===== src/rtl/dual_timer_pkg.sv =====
package dual_timer_pkg;
  localparam int NumTimers = 2;
  localparam int ByteW     = 8;
  localparam int AddrW     = 3;
  localparam int ModeW     = 2;
  localparam int NibbleW   = 4;
  localparam logic [ModeW-1:0] ModeReload = 2'd2;
  localparam logic [AddrW-1:0] AddrCtrl   = 3'd0;
  localparam logic [AddrW-1:0] AddrMode   = 3'd1;
  localparam logic [AddrW-1:0] AddrCount  = 3'd2;

  typedef struct packed {
    logic                 wrCtrl;
    logic                 wrMode;
    logic [NumTimers-1:0] wrLo;
    logic [NumTimers-1:0] wrHi;
    logic [NumTimers-1:0] countEn;
  } tmrStrobe_t;
endpackage


===== src/rtl/timer_ctrl.sv =====
module timer_ctrl
  import dual_timer_pkg::*;
(
  input  logic                 clk,
  input  logic                 rstN,
  input  logic                 tickEn,
  input  logic                 busWrEn,
  input  logic [AddrW-1:0]     busAddr,
  input  logic [ByteW-1:0]     busWrData,
  input  logic [NumTimers-1:0] intAck,
  input  logic [NumTimers-1:0] wrap,
  output tmrStrobe_t           strobe,
  output logic [NumTimers-1:0] runBits,
  output logic [NumTimers-1:0] ovfFlags
);
  always_comb begin
    strobe.wrCtrl = busWrEn && (busAddr == AddrCtrl);
    strobe.wrMode = busWrEn && (busAddr == AddrMode);
  end

  for (genvar t = 0; t < NumTimers; t++) begin : g_ctl
    localparam logic [AddrW-1:0] LoAddr = AddrCount + AddrW'(2 * t);
    localparam logic [AddrW-1:0] HiAddr = LoAddr + AddrW'(1);
    localparam int RunBit = NibbleW + 2 * t;
    localparam int OvfBit = RunBit + 1;

    always_comb begin
      strobe.wrLo[t]    = busWrEn && (busAddr == LoAddr);
      strobe.wrHi[t]    = busWrEn && (busAddr == HiAddr);
      strobe.countEn[t] = tickEn && runBits[t];
    end

    always_ff @(posedge clk or negedge rstN) begin
      if (!rstN) begin
        runBits[t]  <= 1'b0;
        ovfFlags[t] <= 1'b0;
      end else if (strobe.wrCtrl) begin
        runBits[t]  <= busWrData[RunBit];
        ovfFlags[t] <= busWrData[OvfBit];
      end else if (wrap[t]) begin
        ovfFlags[t] <= 1'b1;
      end else if (intAck[t]) begin
        ovfFlags[t] <= 1'b0;
      end
    end
  end
endmodule


===== src/rtl/timer_datapath.sv =====
module timer_datapath
  import dual_timer_pkg::*;
(
  input  logic                            clk,
  input  logic                            rstN,
  input  tmrStrobe_t                      strobe,
  input  logic [ByteW-1:0]                busWrData,
  output logic [NumTimers-1:0][ByteW-1:0] loByte,
  output logic [NumTimers-1:0][ByteW-1:0] hiByte,
  output logic [ByteW-1:0]                modeReg,
  output logic [NumTimers-1:0]            wrap
);
  localparam logic [ByteW-1:0]   ByteMax = '1;
  localparam logic [2*ByteW-1:0] WordMax = '1;

  always_ff @(posedge clk or negedge rstN) begin
    if (!rstN) modeReg <= '0;
    else if (strobe.wrMode) modeReg <= busWrData;
  end

  for (genvar t = 0; t < NumTimers; t++) begin : g_tmr
    logic                 autoRl;
    logic [ByteW-1:0]     nextLo;
    logic [ByteW-1:0]     nextHi;
    logic [2*ByteW-1:0]   wideSum;

    always_comb begin
      autoRl  = (modeReg[NibbleW*t +: ModeW] == ModeReload);
      wideSum = {hiByte[t], loByte[t]} + (2*ByteW)'(1);
      nextLo  = loByte[t];
      nextHi  = hiByte[t];
      wrap[t] = 1'b0;
      if (strobe.countEn[t]) begin
        if (autoRl) begin
          wrap[t] = (loByte[t] == ByteMax);
          nextLo  = wrap[t] ? hiByte[t] : loByte[t] + ByteW'(1);
        end else begin
          wrap[t] = ({hiByte[t], loByte[t]} == WordMax);
          {nextHi, nextLo} = wideSum;
        end
      end
      if (strobe.wrLo[t]) nextLo = busWrData;
      if (strobe.wrHi[t]) nextHi = busWrData;
    end

    always_ff @(posedge clk or negedge rstN) begin
      if (!rstN) begin
        loByte[t] <= '0;
        hiByte[t] <= '0;
      end else begin
        loByte[t] <= nextLo;
        hiByte[t] <= nextHi;
      end
    end
  end
endmodule


===== src/rtl/dual_timer.sv =====
module dual_timer
  import dual_timer_pkg::*;
(
  input  logic       clk,
  input  logic       rstN,
  input  logic       tickEn,
  input  logic       busWrEn,
  input  logic [2:0] busAddr,
  input  logic [7:0] busWrData,
  output logic [7:0] busRdData,
  input  logic [1:0] intAck,
  output logic [1:0] ovfIrq
);
  tmrStrobe_t                      strobe;
  logic [NumTimers-1:0]            wrap;
  logic [NumTimers-1:0]            runBits;
  logic [NumTimers-1:0]            ovfFlags;
  logic [NumTimers-1:0][ByteW-1:0] loByte;
  logic [NumTimers-1:0][ByteW-1:0] hiByte;
  logic [ByteW-1:0]                modeReg;

  timer_ctrl u_ctrl (
    .clk(clk), .rstN(rstN), .tickEn(tickEn), .busWrEn(busWrEn),
    .busAddr(busAddr), .busWrData(busWrData), .intAck(intAck),
    .wrap(wrap), .strobe(strobe), .runBits(runBits), .ovfFlags(ovfFlags)
  );

  timer_datapath u_dp (
    .clk(clk), .rstN(rstN), .strobe(strobe), .busWrData(busWrData),
    .loByte(loByte), .hiByte(hiByte), .modeReg(modeReg), .wrap(wrap)
  );

  assign ovfIrq = ovfFlags;

  always_comb begin
    case (busAddr)
      3'd0:    busRdData = {ovfFlags[1], runBits[1], ovfFlags[0], runBits[0], 4'b0000};
      3'd1:    busRdData = modeReg;
      3'd2:    busRdData = loByte[0];
      3'd3:    busRdData = hiByte[0];
      3'd4:    busRdData = loByte[1];
      3'd5:    busRdData = hiByte[1];
      default: busRdData = '0;
    endcase
  end
endmodule


===== config.mk =====
export PLATFORM = sky130hd
export DESIGN_NAME = dual_timer
export DESIGN_NICKNAME = d
export VERILOG_FILES = /design/src/rtl/dual_timer_pkg.sv /design/src/rtl/timer_ctrl.sv /design/src/rtl/timer_datapath.sv /design/src/rtl/dual_timer.sv
export SDC_FILE = /design/constraint.sdc
export NUM_CORES = 1
export LEC_CHECK = 0
export BUFFER_PORTS_ARGS = -buffer_cell sky130_fd_sc_hd__buf_2
export CAP_MARGIN = 20
export CORE_MARGIN = 3
export CORE_UTILIZATION = 60
export CTS_CLUSTER_DIAMETER = 80
export CTS_CLUSTER_SIZE = 12
export DETAILED_ROUTE_END_ITERATION = 12
export GPL_TIMING_DRIVEN = 0
export PLACE_DENSITY = 0.9
export SKIP_CTS_REPAIR_TIMING = 1
export SLEW_MARGIN = 20
export SYNTH_ARGS = -nofsm -noshare
export SYNTH_HDL_FRONTEND = slang
export SYNTH_HIERARCHICAL = 1
export SYNTH_SLANG_ARGS = --single-unit

===== constraint.sdc =====
create_clock -name clk -period 2.6 [get_ports clk]
set_input_delay 0.26 -clock clk [delete_from_list [all_inputs] [get_ports clk]]
set_output_delay 0.26 -clock clk [all_outputs]
set_load 0.03 [all_outputs]

==> results of run 1 <==
[sequential cells by signal (all words and copies together) (netlist names)]
signal / count
u_dp/loByte: 16
u_ctrl/runBits: 2
u_dp/modeReg: 8
u_dp/hiByte: 16
u_ctrl/ovfFlags: 2
[area by class of cell]
class | count | share of cell area
Multi-Input combinational cell | 272 | 0.539
Sequential cell | 44 | 0.319
Timing Repair Buffer | 27 | 0.0413
Clock buffer | 7 | 0.0279
Buffer | 17 | 0.0261
Tap cell | 67 | 0.0243
Inverter | 13 | 0.0141
Clock inverter | 1 | 0.00870
[synthesized netlist by cell type (2+ instances only)]
| library cell | instances | area [sq um] |
|---|---|---|
| mux2i_1 | 9 | 90.1 |
| nand4_1 | 7 | 43.8 |
| o21ai_1 | 4 | 20.0 |
| a41oi_1 | 2 | 17.5 |
| nor3_1 | 9 | 45.0 |
| o21a_1 | 3 | 22.5 |
| nor4_1 | 3 | 18.8 |
| dfrtp_1 | 44 | 1100 |
| mux2_4 | 4 | 60.1 |
| o211ai_1 | 6 | 45.0 |
| a211oi_1 | 2 | 15.0 |
| and3_1 | 3 | 18.8 |
| mux2_2 | 14 | 158 |
| a311oi_1 | 2 | 17.5 |
| a221oi_1 | 2 | 17.5 |
| xnor2_1 | 7 | 61.3 |
| ha_1 | 2 | 25.0 |
| nand3b_1 | 2 | 15.0 |
| buf_2 | 2 | 10.0 |
| o21ai_0 | 14 | 70.1 |
| inv_1 | 13 | 48.8 |
| a22oi_1 | 2 | 15.0 |
| or3_1 | 2 | 12.5 |
| and4_1 | 3 | 26.3 |
| o31ai_1 | 12 | 90.1 |
| nand3_1 | 14 | 70.1 |
| nand2_1 | 32 | 120 |
| a21oi_1 | 13 | 65.1 |
| buf_4 | 2 | 15.0 |
| nor3b_1 | 11 | 82.6 |
| buf_6 | 2 | 22.5 |
| clkbuf_1 | 10 | 37.5 |
| and2_1 | 3 | 18.8 |
| a31oi_1 | 14 | 87.6 |
| or4_1 | 10 | 75.1 |
| nor2_1 | 24 | 90.1 |
| nand2b_1 | 3 | 18.8 |
| a32oi_1 | 6 | 52.6 |
| xor2_1 | 3 | 26.3 |
| nor2b_1 | 6 | 37.5 |
[worst paths after layout]
| check | endpoint | slack, ns | cells past startpoint |
|---|---|---|---|
| max in group asynchronous | u_ctrl/ovfFlags[0] | 1.73 | 2 |
| hold reg to reg | u_dp/modeReg[7] | 0.50 | 1 |
| setup reg to reg | u_dp/loByte[2] | 0.42 | 5 |
| setup / recovery | u_dp/loByte[2] | 0.42 | 5 |
| min in group asynchronous | u_dp/loByte[9] | 0.48 | 2 |
| hold / removal | u_dp/modeReg[2] | 0.23 | 2 |
[cell families after synthesis]
kind of cell / Yosys count
muxes: 28
AOI/OAI and AO/OA: 90
adders and majority gates: 2
and+or+nand+nor: 142
xor gates and xnor gates: 10
buffers and inverters: 30
DFF: 44
[critical path, cell delays in order (launching register included)]
cell,delay [ns]
dfrtp_1,0.44
ha_1,0.27
nand4_1,0.37
nor3_1,0.63
a211oi_1,0.16
a211oi_1,0.22
[metrics by stage]
step	instance area, sq um	instances	setup WS, ns	utilization
after CTS	3440	447	0.494	0.710
after global routing	3450	448	0.257	0.712
final	3450	448	0.421	0.712
after global placement	3310	439	0.554	0.684
after floorplan	3100	346	0.751	-
after detailed placement	3310	439	0.475	0.684
[power breakdown]
part           switching [mW]  internal (mW)  leakage [nW]  total (mW)
logic                   0.454          0.407         0.748       0.861
registers               0.304          0.869         0.530        1.17
clock network           0.243          0.339        0.0645       0.582
total                    1.00           1.62          1.34        2.62
[routing by layer]
metal,up-vias,global-route usage
met5,-,0
met4,0,0.126
met3,41,0.0568
met2,214,0.447
met1,1441,0.432
li1,1387,-
==> flow_summary.ini, run 1 <==
[critical_path]
critPathLaunchType = register
cp.required_ns = 2.82
path_class = reg -> reg
worstReg2RegStart = u_dp/loByte[0]
arrival_ns = 2.40
crit_path_start = u_dp/loByte[0]
worstPathMaxFanout = 9
end_kind = register

[cts]
cts_max_level = 2
clkLatencyLatePin_ns = 0.30
cts.clk_slew.worst_paths_ns = 0.08
cts_tree = built
clockBufferDepth = 2
cts_root_buf = clkbuf_8
cts_sinks = 44
numCtsBuffers = 5

[power_and_ir_drop]
p_leak_nw = 1.34
power_density_mw_per_mm2 = 758
power_mw = 2.62
vdd_drop_max_mv = 0.439

[grt]
grt_max_degree = 45
grt_pass1_wl_um = 14400
grt_pass1_vias = 2823
antenna_found_initial = 0
track_usage = 0.302
overflow = 0

[die]
dieArea_sq_mm = 0.00607
std_cell_rows = 25
dieWidth_um = 77.9
die_h_um = 77.9
io_pins = 27
coreArea_sq_mm = 0.00485
start_util = 0.639

[layout]
final_cell_mix = dfrtp_1, nand2_1, buf_2
drive_above_1_share = 0.176
multi_input_area_sq_mm = 0.00186
area_growth_pct = 11.4
final_common_cell = dfrtp_1
antenna_cells = 0
num-fill-cells = 380
fin_nets = 399
sequential_cell_area_sq_mm = 0.00110

[timing]
period_minus_slack_ns = 2.18
slew_violations = 0
setup_viol = 0
rsz0062_at_grt = false
fin_skew_ns = 0.00533
whs_ns = 0.234
tightest_slew_ns = 1.10
post-route-period-util = 0.838
max_freq_mhz = 459
finalHoldViolations = 0
setup_tns_ns = 0
relSlewSlack = 0.266

[yosys]
synth_top_family_by_area = simple AND/OR/NAND/NOR gates
yosysSeqAreaShare = 0.355
syn-num-nets = 365
synth_area_sq_mm = 0.00310
synth-simple-area-share = 0.259
synth_edf_count = 0
synth_seq_cells = 44
syn_avg_cell_area_sq_um = 8.96
synth.distinct_cells = 60
syn_inst = 346
synthArstFlopShare = 1.00
synth_compound_area_frac = 0.197
yosys_most_used_dff = dfrtp_1
synth_warnings = 6
synth_fa_ha_area_frac = 0.00807
synthXorXnorAreaFrac = 0.0282
synth.area.mux_share = 0.108

[route]
via_per_inst = 6.88
wl_met2_um = 3860
wl_um = 8840
drtIter0Drc = 488
highest_layer = met4
route.vias.total = 3083
first_pass_iters = 5
wl_met1_um = 3730
routedWlPerCell_um = 19.7
wl_met3_um = 953
drtAntennaViolNets = 0
drc = 0

[place]
place.port_buffers = 26
gp_congestion = 0.948
place_hpwl_um = 6230

[worst_hold_path]
min_from = busWrData[2]
hold_class = in -> reg

[status]
status = finished, final reports clean

[flow_run]
cap_violations = 0
No activity file was read; power rests on OpenSTA's default activity.
==> run 2, diff against run 1 <==
--- a/config.mk
+++ b/config.mk
@@ -5,15 +5,16 @@
 export SDC_FILE = /design/constraint.sdc
 export NUM_CORES = 1
 export LEC_CHECK = 0
+export ABC_AREA = 1
 export BUFFER_PORTS_ARGS = -buffer_cell sky130_fd_sc_hd__buf_2
 export CAP_MARGIN = 20
 export CORE_MARGIN = 3
-export CORE_UTILIZATION = 60
+export CORE_UTILIZATION = 55
 export CTS_CLUSTER_DIAMETER = 80
 export CTS_CLUSTER_SIZE = 12
 export DETAILED_ROUTE_END_ITERATION = 12
 export GPL_TIMING_DRIVEN = 0
-export PLACE_DENSITY = 0.9
+export PLACE_DENSITY = 0.87
 export SKIP_CTS_REPAIR_TIMING = 1
 export SLEW_MARGIN = 20
 export SYNTH_ARGS = -nofsm -noshare
==> constraint.sdc (replaced) <==
create_clock -name clk -period 1.9 [get_ports clk]
set_input_delay 0.19 -clock clk [delete_from_list [all_inputs] [get_ports clk]]
set_output_delay 0.19 -clock clk [all_outputs]
set_load 0.03 [all_outputs]
==> run 2 against run 1 <==
Compared with the run above: flip-flop and latch count did not move; clock skew rose by 0.0041 ns; sequential power grew 59%; register-to-register slack worse by 0.27 ns; cell area grew 12%; clock-buffer cell count is the same; critical endpoint is now u_ctrl/ovfFlags[1].
==> flow_summary.ini, run 2 <==
[timing]
post-route-period-util = 0.920
whs_ns = 0.177
setup_viol = 0
period_minus_slack_ns = 1.75
max_freq_mhz = 572
relSlewSlack = 0.603
finalHoldViolations = 0
slew_violations = 0
fin_skew_ns = 0.00945
tightest_slew_ns = 0.594
fin_ws_ns = 0.152

[worst_hold_path]
min_from = busWrData[0]
hold_class = in -> reg

[yosys]
synth_warnings = 6
synth_area_sq_mm = 0.00352
syn-num-nets = 577
syn_avg_cell_area_sq_um = 6.31
syn_inst = 558

[flow_run]
cap_violations = 0

[power_and_ir_drop]
vdd_drop_max_mv = 0.634
combPwrFrac = 0.398
power_frac_clock = 0.153
power_density_mw_per_mm2 = 1070
power.switching_mw = 1.94
p_leak_nw = 1.98
swShare = 0.469
power_mw = 4.14
p_int_mw = 2.20
seqPwrFrac = 0.449

[critical_path]
crit_path_top_delay_cell = dfrtp_1
end_kind = register
critPathLaunchType = register
ff2ff_setup_slack_ns = 0.15
critPathMaxStageDelay_ns = 0.41
cp.required_ns = 2.13
worstPathMaxFanout = 4
crit_path_start = u_dp/loByte[9]
path_cells = ha_1 -> nand2_2 -> inv_1 -> nand3_1 -> nor2_2 -> nand3_1 -> o22ai_2 -> inv_1 -> nand2_1 -> nand2_1 -> nand2_1
arrival_ns = 1.98
crit_top_cell = nand2_1
worstReg2RegStart = u_dp/loByte[9]
path_class = reg -> reg

[layout]
final_common_cell = nand2_1
area_growth_pct = 9.73
antenna_cells = 0
drive_above_1_share = 0.127
stdcell_area_sq_mm = 0.00386
top_regs = u_dp/hiByte (16), u_dp/loByte (16), u_dp/modeReg (8)
final_cell_mix = nand2_1, inv_1, nand3_1
fin_nets = 611

[route]
drc = 0
via_per_inst = 5.70
first_pass_iters = 5
drtAntennaViolNets = 0
route.vias.total = 3800
drtIter0Drc = 530
routedWlPerCell_um = 15.4
wl_um = 10300

[grt]
track_usage = 0.288
antenna_found_initial = 0
grt_pass1_vias = 3391
grt_max_degree = 45
overflow = 0
grt_pass1_wl_um = 16800

[cts]
cts_sinks = 44
cts_tree = built
clkLatencyLatePin_ns = 0.30
cts_max_level = 2
clockBufferDepth = 2
cts_root_buf = clkbuf_8
cts.clk_slew.worst_paths_ns = 0.09
numCtsBuffers = 5

[die]
io_pins = 27
dieArea_sq_mm = 0.00740
die_h_um = 86.0
dieWidth_um = 86.0
start_util = 0.581
coreArea_sq_mm = 0.00606
std_cell_rows = 28

[place]
gp_congestion = 0.996
place_hpwl_um = 7830
dp_slack_ns = -0.0240
place_area_sq_mm = 0.00375
place.port_buffers = 26

[status]
status = finished, final reports clean
run 2: final timing paths:
path | endpoint | depth (start not counted)
worst max register to register | u_ctrl/ovfFlags[1] | 11
worst max-delay path | u_ctrl/ovfFlags[1] | 11
min in group asynchronous | u_dp/loByte[2] | 2
worst min register to register | u_dp/modeReg[3] | 1
max in group asynchronous | u_dp/loByte[8] | 2
worst min-delay path | u_dp/loByte[0] | 3
run 2: worst max-delay path: cells and delay by family (launching register included):
family | cells | cell delay (ns)
flip-flops | 1 | 0.41
adder cells (fa/ha/maj) | 1 | 0.22
AO/OA/AOI/OAI | 1 | 0.14
buffers and inverters | 2 | 0.18
AND/OR/NAND/NOR | 7 | 0.73
run 2: area by class of cell:
cell class                      count  area [sq um]
Buffer                             10          80.1
Clock buffer                        7          96.3
Fill cell                         566          2200
Inverter                           95           360
Multi-Input combinational cell    409          1990
Sequential cell                    44          1100
Tap cell                           75          93.8
Timing Repair Buffer               27           143
run 2: per-stage QoR:
| stage | util | TNS [ns] | std cells |
|---|---|---|---|
| after floorplan | - | 0 | 558 |
| after global placement | 0.618 | 0 | 659 |
| after detailed placement | 0.618 | -0.0715 | 659 |
| after CTS | 0.634 | 0 | 666 |
| after global routing | 0.638 | -0.0247 | 667 |
| final | 0.638 | 0 | 667 |
run 2: metal layers:
layer / share of wire / vias to the layer above / global-route usage
met5: 0 / - / 0
met4: 0.021 / 0 / 0.0878
met3: 0.11 / 20 / 0.0519
met2: 0.42 / 216 / 0.422
met1: 0.45 / 1717 / 0.431
li1: - / 1847 / -
run 2: power groups by stage:
stage,sequential (mW),combinational (mW),clock (mW)
after floorplan,1.65,1.25,0
after global placement,1.84,1.55,0
after detailed placement,1.84,1.60,0
after CTS,1.83,1.61,0.646
after global routing,1.91,1.86,0.681
final,1.86,1.65,0.632
==> run 3, diff against run 2 <==
--- a/config.mk
+++ b/config.mk
@@ -5,16 +5,15 @@
 export SDC_FILE = /design/constraint.sdc
 export NUM_CORES = 1
 export LEC_CHECK = 0
-export ABC_AREA = 1
 export BUFFER_PORTS_ARGS = -buffer_cell sky130_fd_sc_hd__buf_2
 export CAP_MARGIN = 20
 export CORE_MARGIN = 3
-export CORE_UTILIZATION = 55
+export CORE_UTILIZATION = 54
 export CTS_CLUSTER_DIAMETER = 80
 export CTS_CLUSTER_SIZE = 12
 export DETAILED_ROUTE_END_ITERATION = 12
 export GPL_TIMING_DRIVEN = 0
-export PLACE_DENSITY = 0.87
+export PLACE_DENSITY = 0.86
 export SKIP_CTS_REPAIR_TIMING = 1
 export SLEW_MARGIN = 20
 export SYNTH_ARGS = -nofsm -noshare
==> run 3 against run 2 <==
Compared with the run above: the flow now finishes with violations (negative setup slack); register-to-register slack worse by 0.16 ns; maximum frequency down 8.2%; clock skew fell by 0.0050 ns; utilization is 4.6 points higher; global-route usage decreased by 0.56 points; clock-buffer cell count stayed put; flip-flop and latch count unchanged; combinational power shrank 17%; non-clock buffer count grew 22; worst hold slack got worse by 0.013 ns; sequential share of layout area rose by 2.0 points; largest cell class unchanged.
==> flow_summary.ini, run 3 (same netlist as run 1, synthesis figures left out) <==
[grt]
track_usage = 0.283
overflow = 0
grt_max_degree = 45
antenna_found_initial = 0
grt_pass1_wl_um = 14300
grt_pass1_vias = 2904

[critical_path]
cp_num_cells = 5
critPathMaxStageDelay_ns = 0.58
crit_path_top_delay_cell = or4_4
cp_num_buf_inv = 0
crit_top_cell = or4_4
reg2reg_depth = 5
arrival_ns = 2.14
cp.required_ns = 2.13
worstPathMaxFanout = 5
critPathLaunchType = register
crit_family = simple AND/OR/NAND/NOR gates
path_cells = and2_4 -> nand2_4 -> or4_4 -> or4_4 -> a31oi_4
end_kind = register
path_class = reg -> reg

[timing]
setup_viol = 2
slew_violations = 0
rsz0062_at_grt = true
relSlewSlack = 0.599
period_minus_slack_ns = 1.90
fin_skew_ns = 0.00441
post-route-period-util = 1.00
tightest_slew_ns = 0.601
finalHoldViolations = 0
fin_ws_ns = -0.00429
max_freq_mhz = 525

[route]
wl_um = 9690
via_per_inst = 6.99
first_pass_iters = 6
drtAntennaViolNets = 0
routedWlPerCell_um = 20.8
drc = 0
drtIter0Drc = 501
route.vias.total = 3258

[cts]
cts_tree = built
clkLatencyLatePin_ns = 0.30
cts_sinks = 44
cts.clk_slew.worst_paths_ns = 0.08
cts_root_buf = clkbuf_8
cts_max_level = 2
numCtsBuffers = 5
clockBufferDepth = 2

[die]
start_util = 0.581
dieWidth_um = 81.8
dieArea_sq_mm = 0.00669
io_pins = 27
std_cell_rows = 26
die_h_um = 81.8
coreArea_sq_mm = 0.00534

[place]
gp_congestion = 0.971
place_hpwl_um = 6350
place.port_buffers = 26
dpl.cell_count = 442
place_area_sq_mm = 0.00332

[layout]
area_growth_pct = 17.6
stdcell_area_sq_mm = 0.00365
num-fill-cells = 411
stdcell_count = 466
final_cell_mix = dfrtp_1, nand2_1, buf_2
final_common_cell = dfrtp_1
drive_above_1_share = 0.265
fin_nets = 414
antenna_cells = 0
top_regs = u_dp/hiByte (16), u_dp/loByte (16), u_dp/modeReg (8)

[status]
violations = negative setup slack
status = complete, but fails checks

[power_and_ir_drop]
power_mw = 3.63
p_leak_nw = 1.43
power_density_mw_per_mm2 = 995
vdd_drop_max_mv = 0.562

[worst_hold_path]
hold-path-cell-count = 2
hold_class = in -> reg

[flow_run]
cap_violations = 0
[run 3: power breakdown]
group / internal (mW) / switching, mW
clock: 0.296 / 0.342
sequential: 1.20 / 0.419
combinational: 0.661 / 0.706
total: 2.16 / 1.47
[run 3: final timing paths]
check,start,end,slack [ns]
max,u_ctrl/runBits[1],u_dp/hiByte[15],-0.004
min,busWrData[2],u_dp/modeReg[2],0.16
max reg2reg,u_ctrl/runBits[1],u_dp/hiByte[15],-0.004
min reg2reg,u_dp/modeReg[3],u_dp/modeReg[3],0.51
max in group asynchronous,rstN,u_dp/loByte[5],1.03
min in group asynchronous,rstN,u_ctrl/ovfFlags[0],0.43
[run 3: area by class of cell]
type / instances / area [sq um] / share of cell area
repair buffers: 43 / 263 / 0.0721
multi-input cells: 272 / 1960 / 0.537
clock inverters: 1 / 7.51 / 0.00206
flip-flops and latches: 44 / 1110 / 0.305
well taps: 70 / 87.6 / 0.0240
inverters: 13 / 48.8 / 0.0134
clock buffers: 7 / 86.3 / 0.0237
plain buffers: 16 / 85.1 / 0.0233
[run 3: layer usage]
metal / vias up / global-route usage / share of wire
met5: - / 0 / 0
met4: 0 / 0.0814 / 0.023
met3: 36 / 0.0625 / 0.10
met2: 230 / 0.422 / 0.46
met1: 1576 / 0.410 / 0.42
li1: 1416 / - / -
[run 3: metrics by stage]
step                      setup TNS [ns]  utilization  hold WS (ns)  worst slack [ns]
after floorplan                        0            -        -0.106            0.0506
after global placement            -0.845        0.622         0.414            -0.136
after detailed placement           -1.29        0.622         0.425            -0.186
after CTS                          -1.47        0.640        0.0972            -0.191
after global routing              -0.190        0.683         0.166           -0.0672
final                           -0.00633        0.683         0.164          -0.00429
